==> config.mk <==
export PLATFORM = sky130hd
export DESIGN_NAME = radio_irq_ctrl
export DESIGN_NICKNAME = d
export VERILOG_FILES = /design/src/rtl/irq_ctrl_pkg.sv /design/src/rtl/irq_src_bank.sv /design/src/rtl/irq_mode_fsm.sv /design/src/rtl/irq_pin_drv.sv /design/src/rtl/radio_irq_ctrl.sv
export SDC_FILE = /design/constraint.sdc
export NUM_CORES = 1
export LEC_CHECK = 0
export CAP_MARGIN = 20
export CORE_ASPECT_RATIO = 1.75
export CORE_MARGIN = 2
export CORE_UTILIZATION = 51
export DETAILED_ROUTE_END_ITERATION = 10
export PLACE_DENSITY_LB_ADDON = 0.15
export SYNTH_ARGS = -nofsm -noshare
export SYNTH_HDL_FRONTEND = slang
export SYNTH_SLANG_ARGS = --single-unit
==> constraint.sdc <==
create_clock -name clk -period 2.75 [get_ports clk]
set_clock_uncertainty 0.2 [all_clocks]
set_input_delay 0.55 -clock clk [delete_from_list [all_inputs] [get_ports clk]]
set_output_delay 0.55 -clock clk [all_outputs]
set_load 0.01 [all_outputs]
==> src/rtl/irq_ctrl_pkg.sv <==
package irq_ctrl_pkg;

    localparam int REG_AW = 3;
    localparam int REG_DW = 8;

    // Mode request codes; 2'b11 holds the present mode
    localparam logic [1:0] REQ_IDLE = 2'b00;
    localparam logic [1:0] REQ_TX   = 2'b01;
    localparam logic [1:0] REQ_RX   = 2'b10;

    typedef enum logic [1:0] {
        MODE_IDLE = 2'b00,
        MODE_TX   = 2'b01,
        MODE_RX   = 2'b10
    } radio_mode_e;

    localparam logic [REG_AW-1:0] A_TX_EN  = 3'd0;
    localparam logic [REG_AW-1:0] A_RX_EN  = 3'd1;
    localparam logic [REG_AW-1:0] A_SYS_EN = 3'd2;
    localparam logic [REG_AW-1:0] A_TX_ST  = 3'd3;
    localparam logic [REG_AW-1:0] A_RX_ST  = 3'd4;
    localparam logic [REG_AW-1:0] A_SYS_ST = 3'd5;
    localparam logic [REG_AW-1:0] A_CFG    = 3'd6;

    localparam int CFG_POL_BIT = 0;
    localparam int CFG_PP_BIT  = 1;

endpackage

==> src/rtl/irq_src_bank.sv <==
// One group of event sources: enable register plus sticky status bits.
module irq_src_bank
    import irq_ctrl_pkg::*;
#(
    parameter int                W       = 4,
    parameter logic [REG_AW-1:0] EN_ADDR = A_TX_EN,
    parameter logic [REG_AW-1:0] ST_ADDR = A_TX_ST
) (
    input  logic              clk,
    input  logic              rst_n,
    input  logic [W-1:0]      evt_i,
    input  logic              wr_i,
    input  logic              rd_i,
    input  logic [REG_AW-1:0] addr_i,
    input  logic [REG_DW-1:0] wdata_i,
    output logic [W-1:0]      en_o,
    output logic [W-1:0]      stat_o,
    output logic [REG_DW-1:0] rdata_o
);

    logic en_wr;
    logic st_rd;

    assign en_wr = wr_i && (addr_i == EN_ADDR);
    assign st_rd = rd_i && (addr_i == ST_ADDR);

    always_ff @(posedge clk or negedge rst_n) begin
        if (!rst_n) begin
            en_o <= '0;
        end else if (en_wr) begin
            en_o <= wdata_i[W-1:0];
        end
    end

    // Sticky status flops: a new event beats a clearing read
    for (genvar i = 0; i < W; i++) begin : g_stat
        always_ff @(posedge clk or negedge rst_n) begin
            if (!rst_n) begin
                stat_o[i] <= 1'b0;
            end else if (evt_i[i]) begin
                stat_o[i] <= 1'b1;
            end else if (st_rd) begin
                stat_o[i] <= 1'b0;
            end
        end
    end

    always_comb begin
        rdata_o = '0;
        if (rd_i && (addr_i == EN_ADDR)) begin
            rdata_o[W-1:0] = en_o;
        end else if (st_rd) begin
            rdata_o[W-1:0] = stat_o;
        end
    end

endmodule

==> src/rtl/irq_mode_fsm.sv <==
// Tracks the radio mode and derives the per-group pass gates.
module irq_mode_fsm
    import irq_ctrl_pkg::*;
(
    input  logic        clk,
    input  logic        rst_n,
    input  logic [1:0]  mode_req_i,
    output radio_mode_e mode_o,
    output logic        tx_pass_o,
    output logic        rx_pass_o
);

    radio_mode_e state_q;
    radio_mode_e state_d;

    always_ff @(posedge clk or negedge rst_n) begin
        if (!rst_n) begin
            state_q <= MODE_IDLE;
        end else begin
            state_q <= state_d;
        end
    end

    always_comb begin
        state_d = state_q;
        unique case (state_q)
            MODE_IDLE: begin
                if (mode_req_i == REQ_TX)      state_d = MODE_TX;
                else if (mode_req_i == REQ_RX) state_d = MODE_RX;
            end
            MODE_TX: begin
                if (mode_req_i == REQ_IDLE)    state_d = MODE_IDLE;
                else if (mode_req_i == REQ_RX) state_d = MODE_RX;
            end
            MODE_RX: begin
                if (mode_req_i == REQ_IDLE)    state_d = MODE_IDLE;
                else if (mode_req_i == REQ_TX) state_d = MODE_TX;
            end
            default: state_d = MODE_IDLE;
        endcase
    end

    always_comb begin
        mode_o    = state_q;
        tx_pass_o = 1'b1;
        rx_pass_o = 1'b1;
        unique case (state_q)
            MODE_IDLE: begin
                tx_pass_o = 1'b1;
                rx_pass_o = 1'b1;
            end
            MODE_TX: rx_pass_o = 1'b0;
            MODE_RX: tx_pass_o = 1'b0;
            default: begin
                tx_pass_o = 1'b1;
                rx_pass_o = 1'b1;
            end
        endcase
    end

endmodule

==> src/rtl/irq_pin_drv.sv <==
// Registered pin shaping: polarity and push-pull / open-drain drive.
module irq_pin_drv (
    input  logic clk,
    input  logic rst_n,
    input  logic pend_i,
    input  logic act_high_i,
    input  logic push_pull_i,
    output logic pin_o,
    output logic pin_oe_o
);

    logic pin_d;
    logic oe_d;

    always_comb begin
        if (push_pull_i) begin
            pin_d = pend_i ? act_high_i : ~act_high_i;
            oe_d  = 1'b1;
        end else begin
            pin_d = act_high_i;
            oe_d  = pend_i;
        end
    end

    always_ff @(posedge clk or negedge rst_n) begin
        if (!rst_n) begin
            pin_o    <= 1'b0;
            pin_oe_o <= 1'b0;
        end else begin
            pin_o    <= pin_d;
            pin_oe_o <= oe_d;
        end
    end

endmodule

==> src/rtl/radio_irq_ctrl.sv <==
module radio_irq_ctrl
    import irq_ctrl_pkg::*;
#(
    parameter int TX_W  = 4,
    parameter int RX_W  = 4,
    parameter int SYS_W = 4
) (
    input  logic              clk,
    input  logic              rst_n,
    input  logic [1:0]        mode_req_i,
    input  logic [TX_W-1:0]   tx_evt_i,
    input  logic [RX_W-1:0]   rx_evt_i,
    input  logic [SYS_W-1:0]  sys_evt_i,
    input  logic              reg_wr_i,
    input  logic              reg_rd_i,
    input  logic [REG_AW-1:0] reg_addr_i,
    input  logic [REG_DW-1:0] reg_wdata_i,
    output logic [REG_DW-1:0] reg_rdata_o,
    output logic              irq_o,
    output logic              irq_oe_o
);

    logic [TX_W-1:0]   tx_en,  tx_stat;
    logic [RX_W-1:0]   rx_en,  rx_stat;
    logic [SYS_W-1:0]  sys_en, sys_stat;
    logic [REG_DW-1:0] tx_rd,  rx_rd, sys_rd, cfg_rd;
    logic              cfg_pol, cfg_pp;
    logic              tx_pass, rx_pass;
    logic              pend;
    radio_mode_e       mode_q;

    irq_src_bank #(.W(TX_W), .EN_ADDR(A_TX_EN), .ST_ADDR(A_TX_ST)) u_tx (
        .clk(clk), .rst_n(rst_n), .evt_i(tx_evt_i), .wr_i(reg_wr_i),
        .rd_i(reg_rd_i), .addr_i(reg_addr_i), .wdata_i(reg_wdata_i),
        .en_o(tx_en), .stat_o(tx_stat), .rdata_o(tx_rd)
    );

    irq_src_bank #(.W(RX_W), .EN_ADDR(A_RX_EN), .ST_ADDR(A_RX_ST)) u_rx (
        .clk(clk), .rst_n(rst_n), .evt_i(rx_evt_i), .wr_i(reg_wr_i),
        .rd_i(reg_rd_i), .addr_i(reg_addr_i), .wdata_i(reg_wdata_i),
        .en_o(rx_en), .stat_o(rx_stat), .rdata_o(rx_rd)
    );

    irq_src_bank #(.W(SYS_W), .EN_ADDR(A_SYS_EN), .ST_ADDR(A_SYS_ST)) u_sys (
        .clk(clk), .rst_n(rst_n), .evt_i(sys_evt_i), .wr_i(reg_wr_i),
        .rd_i(reg_rd_i), .addr_i(reg_addr_i), .wdata_i(reg_wdata_i),
        .en_o(sys_en), .stat_o(sys_stat), .rdata_o(sys_rd)
    );

    irq_mode_fsm u_mode (
        .clk(clk), .rst_n(rst_n), .mode_req_i(mode_req_i),
        .mode_o(mode_q), .tx_pass_o(tx_pass), .rx_pass_o(rx_pass)
    );

    // Output configuration register
    always_ff @(posedge clk or negedge rst_n) begin
        if (!rst_n) begin
            cfg_pol <= 1'b0;
            cfg_pp  <= 1'b0;
        end else if (reg_wr_i && (reg_addr_i == A_CFG)) begin
            cfg_pol <= reg_wdata_i[CFG_POL_BIT];
            cfg_pp  <= reg_wdata_i[CFG_PP_BIT];
        end
    end

    always_comb begin
        cfg_rd = '0;
        if (reg_rd_i && (reg_addr_i == A_CFG)) begin
            cfg_rd[CFG_POL_BIT] = cfg_pol;
            cfg_rd[CFG_PP_BIT]  = cfg_pp;
        end
    end

    assign reg_rdata_o = tx_rd | rx_rd | sys_rd | cfg_rd;

    // Mode gating sits after the enables; stored enables stay untouched
    assign pend = (tx_pass && |(tx_stat & tx_en))
                | (rx_pass && |(rx_stat & rx_en))
                | (|(sys_stat & sys_en));

    irq_pin_drv u_pin (
        .clk(clk), .rst_n(rst_n), .pend_i(pend),
        .act_high_i(cfg_pol), .push_pull_i(cfg_pp),
        .pin_o(irq_o), .pin_oe_o(irq_oe_o)
    );

endmodule

Word-level counts from Yosys, hierarchy flattened
Index checks and enable logic that the tools add are counted.
- mux-type cells: 33
- bitwise logic cells: 9
- reductions and logical operators: 31
- equality and inequality tests: 11
- operators with widths (cell ; count):
    $mux W4 ; 6
    $reduce_bool A2 Y1 ; 12
    $mux W1 ; 20
    $logic_and A1 B1 Y1 ; 13
    $and A4 B4 Y4 ; 3
    $mux W2 ; 6
    $reduce_or A4 Y1 ; 3
    $eq A3 B3 Y1 const B ; 3
    $or A4 B4 Y4 ; 2
    $eq A3 B2 Y1 const B ; 2
    $pmux W2 S3 ; 1
    $eq A2 B1 Y1 const B ; 2
    $eq A2 B2 Y1 const B ; 2
    $logic_not A2 Y1 ; 2
    $or A4 B2 Y4 ; 1
    $eq A3 B1 Y1 const B ; 1
    $logic_not A3 Y1 ; 1
    $ne A3 B1 Y1 const B ; 1
    $or A1 B1 Y1 ; 2
    $not A1 Y1 ; 1
- register bits after elaboration: 30
- input bits: 29
- output and inout bits: 10
- logic and storage cells: 104

Logic depth before layout (Yosys ltp)
- word-level depth: 7
- mapped depth: 5
- mapped depth without buffers: 4

Hierarchy
A second synthesis with hierarchy kept.
- cells, all modules: 150
- area total of the unflattened synthesis: 1715.4 um^2
- modules (own cells, without submodules) (module ; area each (um^2) ; cells each ; sequential area each (um^2) ; times used):
    irq_src_bank at u_rx ; 449.2 ; 37 ; 200.2 ; 1
    irq_src_bank at u_tx ; 445.4 ; 38 ; 200.2 ; 1
    irq_src_bank at u_sys ; 425.4 ; 38 ; 200.2 ; 1
    radio_irq_ctrl ; 217.7 ; 23 ; 50.0 ; 1
    irq_mode_fsm ; 91.3 ; 9 ; 50.0 ; 1
    irq_pin_drv ; 86.3 ; 5 ; 50.0 ; 1

Worst setup path after synthesis
No wires, ideal clock.
- kind: input to output
- from: in reg_addr_i[2]
- to: out reg_rdata_o[1]
- data arrival time: 1.383 ns
- cell stages on the path: 5
- path slack: 0.617 ns
- required time: 2.000 ns
- path buffers: 1
- path through: buf_6 mux2_1 nor3b_1 a21oi_1 and3_1
- word-level cells in the longest chain between the ends: 7
- elaborated cells on any way between the ends: 24
- those cells by class: 6 x eq/ne; 7 x mux; 3 x bitwise; 8 x reduce/logical
- ends and longest elaborated chain (item ; RTL line ; RTL):
    start, declared ; radio_irq_ctrl.sv:16 ; input logic [REG_AW-1:0] reg_addr_i,
    $eq A3 B2 Y1 or $eq A3 B3 Y1 (tied branches) ; irq_src_bank.sv:25 ; assign st_rd = rd_i && (addr_i == ST_ADDR);
    $logic_and A1 B1 Y1 ; irq_src_bank.sv:25 ;
    $mux W4 ; irq_src_bank.sv:52 ; end else if (st_rd) begin
    $mux W4 ; irq_src_bank.sv:50 ; if (rd_i && (addr_i == EN_ADDR)) begin
    $or A4 B4 Y4 (2 in series) ; radio_irq_ctrl.sv:74 ; assign reg_rdata_o = tx_rd | rx_rd | sys_rd | cfg_rd;
    $or A4 B2 Y4 * ; radio_irq_ctrl.sv:74 ;
    end, declared ; radio_irq_ctrl.sv:18 ; output logic [REG_DW-1:0] reg_rdata_o,
Mark *: on every way between the ends. The rest lies on a longest branch, timed or not.

Worst setup path in the final report
Same ends and word-level chain as after synthesis.

==> key figures <==
Run status
  • Status: finished, final reports clean

Critical path
  • R2r setup slk: 1.15 ns
  • CP dominant cell by count: dlygate4sd2_1
  • Worst Reg-to-Reg Cells: 3
  • Max incr delay on CP: 0.31 ns
  • CP cell instances: dlygate4sd2_1 -> buf_6 -> mux2_1 -> nor3b_2 -> a21oi_1 -> and3_1 -> dlygate4sd2_1
  • Setup crit start kind: input pin
  • Crit path buffers/inverters: 3
  • Crit Path Max Fanout: 5
  • Worst EP required: 2.00 ns
  • Crit path DAT: 1.95 ns
  • Crit Path Class: in2out
  • RR Startpoint: u_rx.en_o[0]
  • Worst setup startpoint: reg_addr_i[2]
  • Slowest cell on crit path: mux2_1
  • Crit-path leading delay family: buffers and inverters
  • Setup crit end kind: output pin
  • Worst R2R End: u_pin.pin_oe_o
  • Worst setup endpoint: reg_rdata_o[1]
  • Stages on worst setup path: 7

GRT
  • Vias in the first global route: 1,215
  • First-pass GRT wire length: 5590 um
  • Initial antenna violation count: 0
  • Gr usage total: 23.6%
  • Gr ovfl total: 0
  • Pin count of the biggest net entering global routing: 31

Pwr
  • Leak Pwr: 0.000820 uW
  • Sequential power share: 49.4%
  • Pwr/cell area: 570 nW/um2
  • Net switching power: 293 uW
  • Peak VDD IR: 423 uV
  • Clock network fraction of total power: 30.2%
  • Switching part of the total power: 26.2%
  • Combinational Power Share: 20.4%
  • Total power: 1120 uW
  • Internal cell power: 828 uW

Synth
  • Synth Instances: 126
  • Post-synth ARST share: 100%
  • Share of the synthesized area in the top cell type: 50.6%
  • Synth cell count leaders: dfrtp_1, mux2_2, a21o_1
  • Synth Register Bits: 30
  • Sequential area share after synthesis: 50.6%
  • Netlist cell types: 34
  • Post-synth EDFFs: 0
  • Prevailing post-synth register cell: dfrtp_1
  • Yosys top cell by area: dfrtp_1
  • Warnings, synthesis: 0
  • Synth area leaders: dfrtp_1, mux2_2, a21o_1
  • Most common cell in the netlist: dfrtp_1
  • Synth Cell Area: 1480 um2
  • Synthesized area per cell: 11.8 um2

STA
  • Final Hold Viols: 0
  • Min Tclk post-route: 2.70 ns
  • Period utilization: 98.2%
  • Final max-slew violation count: 0
  • Final setup viols: 0
  • F_max: 0.370 GHz
  • Setup TNS: 0 ns
  • Worst Setup Slack, final: 0.0507 ns
  • RSZ-0062 raised after global routing: no

Cells and area
  • Final non-filler cell area: 1970 um2
  • Ant. Diodes: 0
  • Layout filler cell count: 211
  • Final Core Density: 72.3%
  • Area Growth Syn to Fin: 32.6%
  • Layout Nets: 202
  • Ratio of cells with drive above 1 in the final layout: 26.2%

Clocking
  • Setup Fix Bufs, Post-CTS: 0
  • Num Clock Sinks: 30
  • CTS tree: yes
  • CTS HTree Levels: 2
  • Clk_lat worst skew: 0.28 ns
  • Cts bufs inserted: 5
  • Clk slew on worst S/H paths: 0.05 ns
  • Clock Path Buffers: 2
  • CTS Root Buffer Type: clkbuf_8

Die
  • Starting Density: 54.5%
  • I/O Pins: 39
  • Die X-Extent: 44.8 um
  • Chip height: 75.4 um
  • Core region area: 2720 um2
  • Site row count: 25
  • Die Footprint: 3370 um2

Place
  • Port Buf Inserts: 30
  • Placement Cell Area: 1880 um2
  • Post-placement worst setup slack: -0.412 ns
  • GPL Wtd Cong: 0.865
  • Hpwl dp: 2660 um

Detailed routing
  • Routed vias: 1,186
  • DR vias/cell: 5.96
  • 1st-pass router iterations: 5
  • Avg WL per Cell: 17.2 um
  • DRT antenna net count: 0
  • Initial DRC Count: 23
  • DR DRC count: 0
  • Routed wire length: 3430 um

Run
  • Max-cap violations: 0

Min path
  • Hold/Removal Path Class: reg2reg
## routing by layer
metal	track usage (%)	part of all wire, %
met1	24.9	36
met2	39.3	52
met3	5.92	5.2
met4	18.3	6.4
met5	0	0
## per-stage QoR
step | std cells | hold slack (ns)
floorplan | 129 | 0.0544
global placement | 193 | 0.292
detailed placement | 193 | 0.298
CTS | 199 | 0.313
global route | 199 | 0.335
finish | 199 | 0.315
## sequential cells by signal (all words and copies together), names as in the netlist
register and flops:
u_tx.stat_o 4, u_sys.stat_o 4, u_rx.en_o 4, u_mode.mode_o 2, u_pin.pin_oe_o 1, u_tx.en_o 4, cfg_pp 1, cfg_pol 1
u_sys.en_o 4, u_pin.pin_o 1, u_rx.stat_o 4
## power by group through the flow
stage                     Clock, uW  Combinational (uW)  Sequential (uW)
after global placement            0                 223              557
after global routing            366                 249              562
after detailed placement          0                 231              560
final                           338                 229              554
after floorplan                   0                 132              542
after CTS                       348                 231              553
## layout make-up
class | count | area (um2) | area share [%]
Multi-Input combinational cell | 90 | 701 | 35.6
Clock buffer | 6 | 82.6 | 4.20
Timing Repair Buffer | 44 | 393 | 20.0
Tap cell | 27 | 33.8 | 1.72
Inverter | 2 | 7.51 | 0.381
Sequential cell | 30 | 751 | 38.1
## cells by family (layout without fill, tap and decap cells)
family / count (synthesis) / after routing / share of synthesized area (%)
AOI/OAI and AO/OA: 36 / 36 / 18.6
and+or+nand+nor: 31 / 31 / 12.4
DFF: 30 / 30 / 50.6
muxes: 18 / 18 / 13.5
buffers and inverters: 9 / 52 / 4.13
other: 1 / 4 / 0.253
xor gates and xnor gates: 1 / 1 / 0.590
## repair_timing
action	in CTS	in global routing
gates cloned	0	0
resized for setup	13	3
setup endpoints to repair	4	2
hold buffers	0	0
## worst register-to-register path, delay by kind of cell, from the launching register on
family / cells / cell delay, ns
AO/OA/AOI/OAI: 2 / 0.34
AND/OR/NAND/NOR: 1 / 0.50
flip-flops: 1 / 0.42
## how the worst min path moves through the flow
stage | start | slack (ns) | cells past startpoint | endpoint
2_1_floorplan | rst_n | 0.05 | 0 | cfg_pol
4_1_cts | u_sys.stat_o[0] | 0.31 | 1 | u_sys.stat_o[0]
6_report | u_rx.stat_o[2] | 0.31 | 1 | u_rx.stat_o[2]
3_3_place_gp | u_rx.stat_o[1] | 0.29 | 1 | u_rx.stat_o[1]
3_5_place_dp | u_rx.stat_o[0] | 0.30 | 1 | u_rx.stat_o[0]
5_1_grt | u_rx.stat_o[2] | 0.34 | 1 | u_rx.stat_o[2]
## layout by cell type, fill, tap and decap left out, types with 3 or more instances in the layout
| master | instances |
|---|---|
| dfrtp_1 | 30 |
| clkdlybuf4s50_1 | 23 |
| nand2_1 | 5 |
| nand2b_1 | 5 |
| buf_4 | 13 |
| and3_1 | 3 |
| a22oi_2 | 3 |
| a22oi_1 | 9 |
| conb_1 | 4 |
| a21oi_1 | 4 |
| clkbuf_8 | 6 |
| nand3_1 | 3 |
| dlygate4sd2_1 | 5 |
| nor2_1 | 4 |
| a21o_1 | 12 |
| mux2_2 | 15 |
Note: power is estimated with default switching activity, not from simulation.
